## config.mk

```make
export PLATFORM = sky130hd
export DESIGN_NAME = bca_accum
export DESIGN_NICKNAME = d
export VERILOG_FILES = /design/src/rtl/bca_pkg.sv /design/src/rtl/bca_bit_sample.sv /design/src/rtl/bca_shift_path.sv /design/src/rtl/bca_frame_detect.sv /design/src/rtl/bca_accum.sv
export SDC_FILE = /design/constraint.sdc
export NUM_CORES = 1
export LEC_CHECK = 0
export BUFFER_PORTS_ARGS = -buffer_cell sky130_fd_sc_hd__buf_2
export CAP_MARGIN = 25
export CORE_ASPECT_RATIO = 1.75
export CORE_MARGIN = 4
export CORE_UTILIZATION = 30
export CTS_CLUSTER_DIAMETER = 200
export DETAILED_ROUTE_END_ITERATION = 10
export PLACE_DENSITY = 0.59
export SYNTH_ARGS = -nofsm -noshare
export SYNTH_HDL_FRONTEND = slang
export SYNTH_HIERARCHICAL = 1
export SYNTH_SLANG_ARGS = --single-unit
```

## constraint.sdc

```tcl
create_clock -name clk -period 2.3 [get_ports clk]
set_input_delay 0 -clock clk [delete_from_list [all_inputs] [get_ports clk]]
set_output_delay 0 -clock clk [all_outputs]
set_load 0.01 [all_outputs]
```

## src/rtl/bca_pkg.sv

```systemverilog
package bca_pkg;
    localparam int WORD_W   = 16;
    localparam int MARK_BIT = 7;

    typedef struct packed {
        logic [WORD_W-1:0] upper;
        logic [WORD_W-1:0] lower;
        logic              posted;
        logic              valid;
    } bca_state_t;
endpackage

```

## src/rtl/bca_bit_sample.sv

```systemverilog
module bca_bit_sample #(
    parameter int W = 16
) (
    input  logic         attn,
    output logic [W-1:0] merge_word
);
    always_comb begin
        merge_word        = '0;
        merge_word[W-1]   = attn;
    end
endmodule

```

## src/rtl/bca_shift_path.sv

```systemverilog
module bca_shift_path #(
    parameter int W = 16
) (
    input  logic [W-1:0] upper_q,
    input  logic [W-1:0] lower_q,
    input  logic [W-1:0] merge_word,
    output logic [W-1:0] upper_shift,
    output logic [W-1:0] lower_shift,
    output logic         upper_phase
);
    localparam logic [W-1:0] MARKER = {1'b1, {(W-1){1'b0}}};

    always_comb begin
        upper_phase = ~upper_q[0];
        if (upper_phase) begin
            upper_shift = (upper_q >> 1) | merge_word;
            lower_shift = MARKER;
        end else begin
            upper_shift = upper_q;
            lower_shift = (lower_q >> 1) | merge_word;
        end
    end
endmodule

```

## src/rtl/bca_frame_detect.sv

```systemverilog
module bca_frame_detect #(
    parameter int W        = 16,
    parameter int MARK_POS = 7
) (
    input  logic [W-1:0] upper_q,
    input  logic [W-1:0] lower_q,
    input  logic         posted_q,
    output logic         done
);
    always_comb begin
        done = ~posted_q & upper_q[0] & upper_q[W-1] & lower_q[MARK_POS];
    end
endmodule

```

## src/rtl/bca_accum.sv

```systemverilog
module bca_accum
    import bca_pkg::*;
(
    input  logic              clk,
    input  logic              rst,
    input  logic              line_tick,
    input  logic              frame_start,
    input  logic              attn,
    output logic [WORD_W-1:0] msg_upper,
    output logic [WORD_W-1:0] msg_lower,
    output logic              msg_valid
);
    bca_state_t        st_d, st_q;
    logic [WORD_W-1:0] merge_word;
    logic [WORD_W-1:0] upper_shift;
    logic [WORD_W-1:0] lower_shift;
    logic              upper_phase;
    logic              done;

    bca_bit_sample #(.W(WORD_W)) u_sample (
        .attn       (attn),
        .merge_word (merge_word)
    );

    bca_shift_path #(.W(WORD_W)) u_shift (
        .upper_q     (st_q.upper),
        .lower_q     (st_q.lower),
        .merge_word  (merge_word),
        .upper_shift (upper_shift),
        .lower_shift (lower_shift),
        .upper_phase (upper_phase)
    );

    bca_frame_detect #(.W(WORD_W), .MARK_POS(MARK_BIT)) u_detect (
        .upper_q  (st_q.upper),
        .lower_q  (st_q.lower),
        .posted_q (st_q.posted),
        .done     (done)
    );

    always_comb begin
        st_d       = st_q;
        st_d.valid = 1'b0;
        if (frame_start && st_q.posted) begin
            st_d.upper  = '0;
            st_d.posted = 1'b0;
        end else if (done) begin
            st_d.posted          = 1'b1;
            st_d.lower[MARK_BIT] = 1'b1;
            st_d.valid           = 1'b1;
        end else if (line_tick && !st_q.posted) begin
            st_d.upper = upper_shift;
            st_d.lower = lower_shift;
        end
    end

    always_ff @(posedge clk) begin
        if (rst) begin
            st_q <= '0;
        end else begin
            st_q <= st_d;
        end
    end

    assign msg_upper = st_q.upper;
    assign msg_lower = st_q.lower;
    assign msg_valid = st_q.valid;

    logic unused_phase;
    assign unused_phase = upper_phase;
endmodule

```

==> parameters.txt <==
Parameter                              Value

Global route
  GRT overflow ... 0
  Antenna violations before repair ... 0
  Global-route usage over all layers ... 11.1%
  Pin count of the biggest net entering global routing ... 35
  Via count of the first global-routing pass ... 1,454
  Wire length of the first global-routing pass ... 6730 um

Route
  Antenna violation net count after detailed routing ... 0
  DR vias/cell ... 4.26
  Average wire length per cell after detail routing ... 11.3 um
  Wire length the detailed router placed on met1 ... 1690 um
  Count of routing violations after the opening detailed-route iteration ... 53
  Top layer used by detailed routing ... met4
  Routed met3 length ... 258 um
  Via count ... 1,530
  DRC violations left ... 0
  Total wire length after detailed routing ... 4050 um
  DR pass1 iterations ... 4
  Met2 WL post-DR ... 2010 um

STA
  Fin Clk Skew ... 0.00577 ns
  Post-Route Setup TNS ... 0 ns
  Final max-slew violation count ... 0
  Shortest period the worst path allows ... 1.76 ns
  Slew at the pin closest to its max-slew limit ... 0.643 ns
  Final period util ... 76.4%
  Worst-case setup margin in the final layout ... 0.543 ns
  Top achievable clock speed ... 0.569 GHz
  Max transition margin ... 57.1%
  Final setup violation count ... 0
  RSZ-0062 raised after global routing ... no
  Final Hold Viols ... 0
  Worst hold margin ... 0.0472 ns

Floorplanning
  Overall die width ... 68.7 um
  Placeable Area ... 6230 um2
  Floorplan die height ... 114 um
  Placement row count ... 38
  Top-Level Pins ... 38
  Area enclosed by the die boundary ... 7850 um2
  Starting utilization of the core area ... 31.1%

Clock network
  Cts-stage hold buffer count ... 0
  Clock network latency to the later pin of the worst-skew pair ... 0.28 ns
  Number of buffers created by CTS ... 5
  CTS tree ... built
  Max clock buf depth ... 2
  Total of cells resized after clock tree synthesis ... 0
  Clock edge transition at the registers on the reported setup and hold paths ... 0.07 ns
  Sinks on the clock net ... 34
  Buffers inserted during post-CTS setup optimization ... 0
  CTS H-tree depth ... 2
  Root cell of the clock tree ... clkbuf_8

Placed design
  Final GP Congestion ... 0.772
  Post-place setup slack ... 0.541 ns
  Half-perimeter wire length after placement ... 2860 um
  Placed standard-cell area ... 1840 um2
  Port bufs ... 37

Critical path
  Startpoint type of the worst setup path ... register
  Endpoint required time on the critical path ... 2.44 ns
  Type of the worst setup path ... reg -> reg
  Worst-path fanout max ... 22
  Critical Path Sink Type ... register
  Arr. time, crit path ... 1.90 ns

Pwr
  Peak supply drop ... 0.303 mV
  Power density relative to cell area ... 755 nW/um2
  Static Leakage ... 0.870 nW

Finish
  Area growth, synth to finish ... 2.07%
  Total inserted antenna cells ... 0
  Number of nets at the end of the flow ... 283
  Layout cell share with drive strength beyond 1 ... 18.6%
  Fillers ... 690
  Post-Layout Inst Area ... 1980 um2

Worst hold path
  Type of the worst min-delay path ... in -> reg

Yosys
  Post-Synth Simple-Gate Area ... 25.7%
  Most frequent cells after synthesis ... nand2_1, buf_4, nor2_1
  Most used flip-flop cell after synthesis ... dfxtp_1
  Post-synthesis instance area ... 1940 um2
  Synth area leader ... dfxtp_1
  Number of enable flip-flop cells after synthesis ... 0
  Combinational family with the most area after synthesis ... simple AND/OR/NAND/NOR gates
  Mean area per synthesized cell ... 6.94 um2
  Count of different cell masters after synthesis ... 21
  Synthesized flop and latch total ... 34
  Number of warnings printed during yosys synthesis ... 6
  Area fraction in compound gates after synthesis ... 13.3%
  Number of standard cells after synthesis ... 279
  Share of Yosys cell area claimed by the top area cell type ... 35.2%
  Main area contributors after synthesis ... dfxtp_1, buf_4, nand2_1
  Library cell with the highest instance count after synthesis ... nand2_1
  Fraction of synthesized area in multiplexers ... 0.776%
  Proportion of register bits with asynchronous set or reset after synthesis ... 0%
  Proportion of synthesized chip area in sequential cells ... 35.2%
  Adder-Cell Fraction of Synth Area ... 0%
  Parity-gate share of the synthesized area counting xor and xnor cells ... 0%

Job
  MaxCap Viol Count ... 0

Outcome
  Outcome ... finished, final reports clean
## area by class of cell
| class | count | area [um2] | share of cell area, % |
|---|---|---|---|
| sequential | 34 | 681 | 34.5 |
| tap | 80 | 100 | 5.07 |
| clock inverter | 3 | 68.8 | 3.48 |
| multi-input combinational | 192 | 827 | 41.9 |
| clock buffer | 5 | 68.8 | 3.48 |
| inverter | 4 | 15.0 | 0.760 |
| timing repair buffer | 41 | 215 | 10.9 |
## metal layers
metal / up-vias / GRT usage [%]
li1: 815 / -
met1: 676 / 12.4
met2: 33 / 19.2
met3: 6 / 2.75
met4: 0 / 5.08
met5: - / 0
## power by group
part	switching, mW	internal (mW)
clock network	0.227	0.434
logic	0.117	0.0683
registers	0.0266	0.618
total	0.370	1.12
## flip-flops by register name, summed over array words and instances (netlist names)
register / count
msg_lower: 16
msg_upper: 16
msg_valid: 1
st_q: 1
## critical path, stage by stage, from the launching register on
cell and delay [ns]:
dfxtp_1 0.39, and4b_1 0.26, or3b_1 0.53, buf_4 0.28, nand2_1 0.09, a21oi_1 0.06
## final timing paths
kind,cells after the start,startpoint,to,slack [ns]
worst max-delay path,5,st_q[1],msg_upper[0],0.54
worst min-delay path,3,line_tick,msg_lower[7],0.05
worst max register to register,5,st_q[1],msg_upper[0],0.54
worst min register to register,2,msg_lower[0],msg_lower[0],0.47
## logic make-up after synthesis
group	count (synthesis)
AND/OR/NAND/NOR	126
flip-flops	34
AO/OA/AOI/OAI	50
other	1
multiplexers	1
buffers and inverters	67
## through the flow
stage	power, mW	instances	utilization, %
after floorplan	0.851	293	-
after global placement	0.844	351	29.5
after detailed placement	0.846	351	29.5
after CTS	1.51	359	31.7
after global routing	1.57	359	31.7
final	1.49	359	31.7
## cells in the final DEF, fill, tap and decap left out, types with 2 or more instances in the layout
| cell type | n |
|---|---|
| a21oi_1 | 32 |
| buf_2 | 37 |
| buf_4 | 4 |
| bufinv_16 | 2 |
| clkbuf_8 | 5 |
| conb_1 | 15 |
| dfxtp_1 | 34 |
| inv_1 | 3 |
| nand2_1 | 76 |
| nor2_1 | 45 |
| o21ai_0 | 15 |
(Power assumes the default switching activity.)
